File: src/rtl/cps_pkg.sv
package cps_pkg;
  localparam int unsigned DATA_W     = 32;
  localparam int unsigned FIELD_W    = 3;
  localparam int unsigned NUM_FIELDS = 3;
  localparam int unsigned WAKE_BIT   = 11;

  localparam int unsigned IDX_SMP = 0;
  localparam int unsigned IDX_DRV = 1;
  localparam int unsigned IDX_DIV = 2;

  typedef logic [NUM_FIELDS-1:0][FIELD_W-1:0] field_vec_t;

  function automatic int unsigned field_lsb(input int unsigned idx);
    case (idx)
      IDX_SMP: field_lsb = 0;
      IDX_DRV: field_lsb = 16;
      default: field_lsb = 24;
    endcase
  endfunction

  function automatic logic [DATA_W-1:0] field_mask();
    logic [DATA_W-1:0] m;
    m = '0;
    for (int i = 0; i < NUM_FIELDS; i++) begin
      m[field_lsb(i) +: FIELD_W] = '1;
    end
    return m;
  endfunction

  function automatic logic [DATA_W-1:0] used_mask();
    logic [DATA_W-1:0] m;
    m = field_mask();
    m[WAKE_BIT] = 1'b1;
    return m;
  endfunction
endpackage

File: src/rtl/cps_field.sv
module cps_field #(
  parameter int unsigned FW      = 3,
  parameter bit          STEP_EN = 1'b0
) (
  input  logic          clk_i,
  input  logic          rst_ni,
  input  logic          wr_i,
  input  logic [FW-1:0] wdata_i,
  input  logic          load_i,
  input  logic [FW-1:0] load_val_i,
  input  logic          set_i,
  input  logic [FW-1:0] set_val_i,
  input  logic          step_i,
  output logic [FW-1:0] q_o
);
  logic [FW-1:0] q;

  always_ff @(posedge clk_i) begin
    if (!rst_ni) begin
      q <= '0;
    end else if (wr_i) begin
      q <= wdata_i;
    end else if (load_i) begin
      q <= load_val_i;
    end else if (STEP_EN && set_i) begin
      q <= set_val_i;
    end else if (STEP_EN && step_i) begin
      q <= q + FW'(1);
    end
  end

  assign q_o = q;

  AST_WR_FIRST: assert property (@(posedge clk_i) disable iff (!rst_ni)
    wr_i |=> q_o == $past(wdata_i));

  AST_LOAD_OVER_OPS: assert property (@(posedge clk_i) disable iff (!rst_ni)
    (load_i && !wr_i) |=> q_o == $past(load_val_i));

  generate
    if (STEP_EN) begin : g_step_chk
      AST_SET_REPLACES: assert property (@(posedge clk_i) disable iff (!rst_ni)
        (set_i && !wr_i && !load_i) |=> q_o == $past(set_val_i));

      AST_STEP_WRAP: assert property (@(posedge clk_i) disable iff (!rst_ni)
        (step_i && !set_i && !wr_i && !load_i) |=> q_o == $past(q_o) + FW'(1));
    end
  endgenerate
endmodule

File: src/rtl/cps_wake_flag.sv
module cps_wake_flag (
  input  logic clk_i,
  input  logic rst_ni,
  input  logic set_i,
  input  logic clr_i,
  output logic flag_o
);
  logic flag;

  always_ff @(posedge clk_i) begin
    if (!rst_ni) begin
      flag <= 1'b0;
    end else if (set_i) begin
      flag <= 1'b1;
    end else if (clr_i) begin
      flag <= 1'b0;
    end
  end

  assign flag_o = flag;

  AST_SET_WINS: assert property (@(posedge clk_i) disable iff (!rst_ni)
    set_i |=> flag_o);

  AST_CLR_DROPS: assert property (@(posedge clk_i) disable iff (!rst_ni)
    (clr_i && !set_i) |=> !flag_o);

  AST_FLAG_STICKY: assert property (@(posedge clk_i) disable iff (!rst_ni)
    (!clr_i && !set_i) |=> $stable(flag_o));
endmodule

File: src/rtl/cps_readback.sv
module cps_readback
  import cps_pkg::*;
(
  input  field_vec_t        fields_i,
  input  logic              wake_i,
  output logic [DATA_W-1:0] rdata_o
);
  always_comb begin
    rdata_o = '0;
    for (int i = 0; i < NUM_FIELDS; i++) begin
      rdata_o[field_lsb(i) +: FIELD_W] = fields_i[i];
    end
    rdata_o[WAKE_BIT] = wake_i;
  end
endmodule

File: src/rtl/clk_phase_ctl.sv
module clk_phase_ctl
  import cps_pkg::*;
(
  input  logic                clk_i,
  input  logic                rst_ni,
  input  logic                reg_wr_i,
  input  logic [DATA_W-1:0]   reg_wdata_i,
  output logic [DATA_W-1:0]   reg_rdata_o,
  input  logic                adv_i,
  input  logic                smpl_set_i,
  input  logic [FIELD_W-1:0]  smpl_val_i,
  input  logic                mode_upd_i,
  input  logic                ddr_mode_i,
  input  logic [DATA_W-1:0]   sdr_preset_i,
  input  logic [DATA_W-1:0]   ddr_preset_i,
  input  logic                wake_set_i,
  output logic [FIELD_W-1:0]  sample_o,
  output logic                hold_en_o,
  output logic                wake_irq_o
);
  localparam logic [DATA_W-1:0] USED  = used_mask();
  localparam logic [DATA_W-1:0] FMASK = field_mask();

  field_vec_t        fq;
  logic [DATA_W-1:0] preset_sel;
  logic              wake_q;
  logic              wake_clr;

  assign preset_sel = ddr_mode_i ? ddr_preset_i : sdr_preset_i;
  assign wake_clr   = reg_wr_i & reg_wdata_i[WAKE_BIT];

  logic unused_bits;
  assign unused_bits = ^{reg_wdata_i & ~USED, sdr_preset_i & ~FMASK,
                         ddr_preset_i & ~FMASK};

  generate
    for (genvar g = 0; g < NUM_FIELDS; g++) begin : g_field
      localparam int unsigned LSB = field_lsb(g);
      localparam bit IS_SMP = (g == IDX_SMP);
      logic              set_req;
      logic              step_req;
      logic [FIELD_W-1:0] set_val;
      if (IS_SMP) begin : g_smp
        assign set_req  = smpl_set_i;
        assign step_req = adv_i;
        assign set_val  = smpl_val_i;
      end else begin : g_plain
        assign set_req  = 1'b0;
        assign step_req = 1'b0;
        assign set_val  = '0;
      end
      cps_field #(
        .FW      (FIELD_W),
        .STEP_EN (IS_SMP)
      ) u_field (
        .clk_i      (clk_i),
        .rst_ni     (rst_ni),
        .wr_i       (reg_wr_i),
        .wdata_i    (reg_wdata_i[LSB +: FIELD_W]),
        .load_i     (mode_upd_i),
        .load_val_i (preset_sel[LSB +: FIELD_W]),
        .set_i      (set_req),
        .set_val_i  (set_val),
        .step_i     (step_req),
        .q_o        (fq[g])
      );
    end
  endgenerate

  cps_wake_flag u_wake (
    .clk_i  (clk_i),
    .rst_ni (rst_ni),
    .set_i  (wake_set_i),
    .clr_i  (wake_clr),
    .flag_o (wake_q)
  );

  cps_readback u_rb (
    .fields_i (fq),
    .wake_i   (wake_q),
    .rdata_o  (reg_rdata_o)
  );

  assign sample_o   = fq[IDX_SMP];
  assign hold_en_o  = |fq[IDX_DRV];
  assign wake_irq_o = wake_q;

  AST_UNUSED_ZERO: assert property (@(posedge clk_i) disable iff (!rst_ni)
    (reg_rdata_o & ~USED) == '0);

  AST_HOLD_TRACKS: assert property (@(posedge clk_i) disable iff (!rst_ni)
    hold_en_o == (reg_rdata_o[field_lsb(IDX_DRV) +: FIELD_W] != '0));

  AST_ADV_KEEPS_OTHERS: assert property (@(posedge clk_i) disable iff (!rst_ni)
    (adv_i && !reg_wr_i && !mode_upd_i && !wake_set_i)
      |=> (reg_rdata_o & ~FMASK) == ($past(reg_rdata_o) & ~FMASK)
          && fq[IDX_DRV] == $past(fq[IDX_DRV]) && fq[IDX_DIV] == $past(fq[IDX_DIV]));

  AST_MODE_KEEPS_WAKE: assert property (@(posedge clk_i) disable iff (!rst_ni)
    (mode_upd_i && !reg_wr_i && !wake_set_i) |=> $stable(wake_irq_o));

  AST_IRQ_IS_FLAG: assert property (@(posedge clk_i) disable iff (!rst_ni)
    wake_irq_o == reg_rdata_o[WAKE_BIT]);
endmodule

File: config.mk
export PLATFORM = sky130hd
export DESIGN_NAME = clk_phase_ctl
export DESIGN_NICKNAME = d
export VERILOG_FILES = /design/src/rtl/cps_pkg.sv /design/src/rtl/cps_field.sv /design/src/rtl/cps_wake_flag.sv /design/src/rtl/cps_readback.sv /design/src/rtl/clk_phase_ctl.sv
export SDC_FILE = /design/constraint.sdc
export NUM_CORES = 1
export LEC_CHECK = 0
export BUFFER_PORTS_ARGS = -buffer_cell sky130_fd_sc_hd__clkbuf_2
export CAP_MARGIN = 20
export CORE_MARGIN = 2
export CORE_UTILIZATION = 25
export CTS_CLUSTER_SIZE = 8
export DETAILED_ROUTE_END_ITERATION = 12
export GPL_TIMING_DRIVEN = 1
export PLACE_DENSITY_LB_ADDON = 0.3
export SLEW_MARGIN = 10
export SYNTH_ARGS = -nofsm -noshare
export SYNTH_HDL_FRONTEND = slang
export SYNTH_SLANG_ARGS = --single-unit
File: constraint.sdc
create_clock -name clk_i -period 1.2 [get_ports clk_i]
set_input_delay 0.18 -clock clk_i [delete_from_list [all_inputs] [get_ports clk_i]]
set_output_delay 0.18 -clock clk_i [all_outputs]
set_load 0.02 [all_outputs]
* Word-level counts from Yosys, hierarchy flattened
Cells that the tools add are included.
** Storage, ports and cells
- Register bits :: 10
- Output and inout port bits :: 37
- Word-level logic and storage cells :: 21
** Cells by class
- $add $sub $neg :: 1
- Muxes and demuxes :: 11
- Bitwise logic cells :: 1
- Reductions and logical operators :: 4
** Operator list (count)
- $mux 27 :: 1
- $mux 3 :: 8
- $reduce_bool 2->1 :: 2
- $reduce_bool 4->1 :: 1
- $add 3x1->3 const B :: 1
- $reduce_or 3->1 :: 1
- $mux 1 :: 2
- $and 1x1->1 :: 1

* Depth between registers and ports, before layout
- Depth in word-level cells :: 5
- Mapped depth :: 5
- Mapped depth without buffers :: 5

* By module
From an unflattened synthesis, not the netlist that was laid out.
** Unflattened totals
- Cells, all modules :: 101
- Area, all modules :: 954.7 um^2
** By module, submodules not included
- cps_field (g_field[1].u_field ...) :: instances 2, cells an instance 12, area an instance 142.6 um^2, seq. area each 60.1 um^2
- cps_readback :: instances 1, cells an instance 33, area an instance 244.0 um^2, seq. area each 0.0 um^2
- cps_field (g_field[0].u_field) :: instances 1, cells an instance 28, area an instance 221.5 um^2, seq. area each 60.1 um^2
- clk_phase_ctl :: instances 1, cells an instance 13, area an instance 162.7 um^2, seq. area each 0.0 um^2
- cps_wake_flag :: instances 1, cells an instance 3, area an instance 41.3 um^2, seq. area each 20.0 um^2

* Least setup slack after synthesis
No wires, ideal clock.
- Path type :: reg2reg
- Start :: register g_field[0].u_field.q[0]
- End :: register g_field[0].u_field.q[2]
- Arrival :: 1.120 ns
- Data required time :: 1.083 ns
- Slack :: -0.037 ns
- Cell stages (with the launch flop) :: 6
- Period minus slack after synthesis :: 1.237 ns
- Path through :: dfxtp_1 > ha_1 > xor2_1 > mux2i_1 > o21ai_1 > a32o_1
** Between the ends
- Cells in the longest elaborated chain, start to end :: 5
** RTL lines
- start, declared :: RTL line cps_field.sv:16 : logic [FW-1:0] q;
- start signal, assigned :: RTL line cps_field.sv:22 : q <= wdata_i;
- start signal, assigned :: RTL line cps_field.sv:24 : q <= load_val_i;
- start signal, assigned :: RTL line cps_field.sv:26 : q <= set_val_i;
- $add 3x1->3 :: RTL line cps_field.sv:28 : q <= q + FW'(1);
- $mux 3 :: RTL line cps_field.sv:27 : end else if (STEP_EN && step_i) begin
- $mux 3 :: RTL line cps_field.sv:25 : end else if (STEP_EN && set_i) begin
- $mux 3 :: RTL line cps_field.sv:23 : end else if (load_i) begin
- $mux 3 :: RTL line cps_field.sv:21 : end else if (wr_i) begin
Every way passes these cells. The select of a mux whose other input is x is not followed.
A chain may end at the register's enable or synchronous reset.

* Final worst setup path
- Start :: register g_field[1].u_field.q[0]
- End :: output port hold_en_o
** Between the ends
- Cells in the longest elaborated chain, start to end :: 1
** RTL lines
- start, declared :: RTL line cps_field.sv:16
- start signal, assigned :: RTL line cps_field.sv:22
- start signal, assigned :: RTL line cps_field.sv:24
- start signal, assigned :: RTL line cps_field.sv:26
- $reduce_or 3->1 :: RTL line clk_phase_ctl.sv:85 : assign hold_en_o = |fq[IDX_DRV];
- end, declared :: RTL line clk_phase_ctl.sv:18 : output logic hold_en_o,
Every way passes these cells.

==> metrics.txt <==
die width=62.8 µm; dpl ws=-0.00394 ns; Worst setup SP type=register; largest net degree at the start of global routing=18; Num Clock Sinks=10; YS warnings=0; CP Max Fanout=3; Core Util, Final=~34%; H-tree depth=1; # setup viols final=1; P_leak=about 0.6 nW; Final Non-Filler Cells=~200; max cap viols=0; vias in the first global route=791; Vias=819; distinct cell type count after synthesis=25; CTS Buf Count=3; area of the multi-input gates=between 500 and 600 µm²; n_diodes=0; Layout fillers=372; Root Buffer=clkbuf_4; overall power=~0.0011 W; routed wire length=approximately 2.2 mm; Final Hold Viols=0; DR vias/cell=between 4 and 5; cts-stage hold buffer count=0; R2R Path Start=g_field[0].u_field.q_o[1]; failing checks=negative setup slack; Hold Startpoint=wake_set_i; clock skew=0.00681 ns; dominant cells by area after synthesis=buf_4 24%, dfxtp_1 23%, mux2i_1 13%; max frequency=around 780 MHz; design area=1150 µm²; clock transition at the registers of the reported paths=about 0.070 ns; first-pass GRT wire length=roughly 3.4 mm; CTS tree=yes; crit-path cells=or3_4, buf_6; Cell Rows=21; post-synthesis area per instance=just over 8 µm²; WHS Path Cells=3; CP max stage delay=0.38 ns; period utilization=107%; outcome=complete, but fails checks; Mapped Area=863 µm²; sequential cell area=slightly above 200 µm²; Placed Instance Area=approximately 1100 µm²; worst skew pair latency=between 0.2 and 0.3 ns; layout overhead on the synthesized area=33.0%; DP Cell Count=between 150 and 200; DR WL/cell=between 10 and 15 µm; total track usage=a little over a tenth; Final Wtd Congestion=0.763; commonest cells after routing, fill and taps aside=52 x clkbuf_2, 22 x conb_1, 11 x mux2i_1; total core area=around 3300 µm²; minimum clock period=between 1 and 1.5 ns; critical path class=register to output pin; R2R setup slack=approximately 0.050 ns; Slew Viols, Final=0; share of cells above drive strength 1=46.8%; Worst R2R Path Depth=5; number of I/O port buffers=53; Die Ht=roughly 63 µm; slowest cell on the critical path=or3_4; worst min-delay path category=input pin to register; fin nets=approximately 270; VDD IR max=about 0.25 mV; Pwr per Cell Area=about 940 nW/µm²; Ports=between 100 and 150; global route overflow=0; First-pass DRT Iterations=3; area share of the largest cell type after synthesis=about a quarter; post-DP HPWL=~1.7 mm; Starting Density=25.9%; DRC=0; antenna viol nets, final=0; RSZ-0062 raised after global routing=yes; RR Endpoint=g_field[0].u_field.q_o[2]; Cells after Synth=between 100 and 150; critical path arrival=between 1 and 1.5 ns; CP endpoint kind=output pin; drt first-iter violations=6; CTS Buffer Depth=2; commonest non-fill, non-tap cell in the layout=clkbuf_2; critical path required time=approximately 1 ns; Hold EP=u_wake.flag_o; flops & latches, synth=10; Synth area leader=buf_4; final worst setup slack=-0.0869 ns; register area share after synthesis=roughly 23%; initial antenna violation count=0; die area=3940 µm²
## logic make-up after synthesis
logic type,count (synthesis),synth area share (%)
DFF,10,23.2
adders and majority gates,1,1.45
xor gates and xnor gates,2,2.03
buffers and inverters,33,28.4
other,1,0.434
AOI/OAI and AO/OA,21,14.9
muxes,12,14.5
and+or+nand+nor,24,15.1
## repair_timing
| action | CTS | global route |
|---|---|---|
| pin swaps | 0 | 3 |
| gates resized for setup | 0 | 8 |
| buffers inserted | 0 | 2 |
| setup endpoints to repair | 1 | 3 |
## Yosys cell counts (all sizes together)
master and instances:
mux2 1, conb 1, ha 1, nand2 4
o21ai 5, nor2 7, dfxtp 10, a211oi 6
inv 1, nand3 1, xor2 1, nor4 1
nor2b 8, buf 32, nor3b 2, or3 1
a21oi 9, xnor2 1, mux2i 11, a32o 1
## stage by stage
stage	hold WS [ns]	setup TNS, ns
detailed placement	0.424	-0.00394
global placement	0.415	0
floorplan	0.319	0
CTS	0.137	-0.109
global route	0.140	-0.153
finish	0.145	-0.0869
## flip-flops by register name, indices dropped and copies added (netlist names)
register and cells:
u_wake.flag_o 1, g_field.u_field.q_o 9
## worst max-delay path by stage
stage,startpoint,end,cells after the start
2_1_floorplan,g_field[0].u_field.q_o[0],g_field[0].u_field.q_o[2],5
3_3_place_gp,mode_upd_i,g_field[0].u_field.q_o[2],4
3_5_place_dp,mode_upd_i,g_field[0].u_field.q_o[2],4
4_1_cts,g_field[1].u_field.q_o[2],hold_en_o,2
5_1_grt,g_field[1].u_field.q_o[0],hold_en_o,2
6_report,g_field[1].u_field.q_o[0],hold_en_o,2
## final cells by class
type | count | share of cell area, %
well taps | 46 | 5.01
repair buffers | 61 | 28.9
multi-input cells | 82 | 44.8
flip-flops and latches | 10 | 17.9
inverters | 1 | 0.327
clock buffers | 4 | 3.16
## critical path: cells and delay by family (launching register included)
family	cells	cell delay, ns
buffers and inverters	1	0.14
flip-flops	1	0.33
AND/OR/NAND/NOR	1	0.38
## power by group
group | leakage (nW) | internal, W | total [W] | switching, W
combinational | 0.512 | 0.000166 | 0.000393 | 0.000227
sequential | 0.0843 | 0.000360 | 0.000380 | 0.0000205
clock | 0.0210 | 0.000184 | 0.000306 | 0.000122
total | 0.618 | 0.000710 | 0.00108 | 0.000370
## metal layers
layer	wire length, µm	GRT usage [%]	vias to the layer above
met5	0	0	-
met4	6	3.33	0
met3	176	3.42	2
met2	1030	18.3	42
met1	939	12.9	361
li1	-	-	414
(Power assumes the default switching activity.)
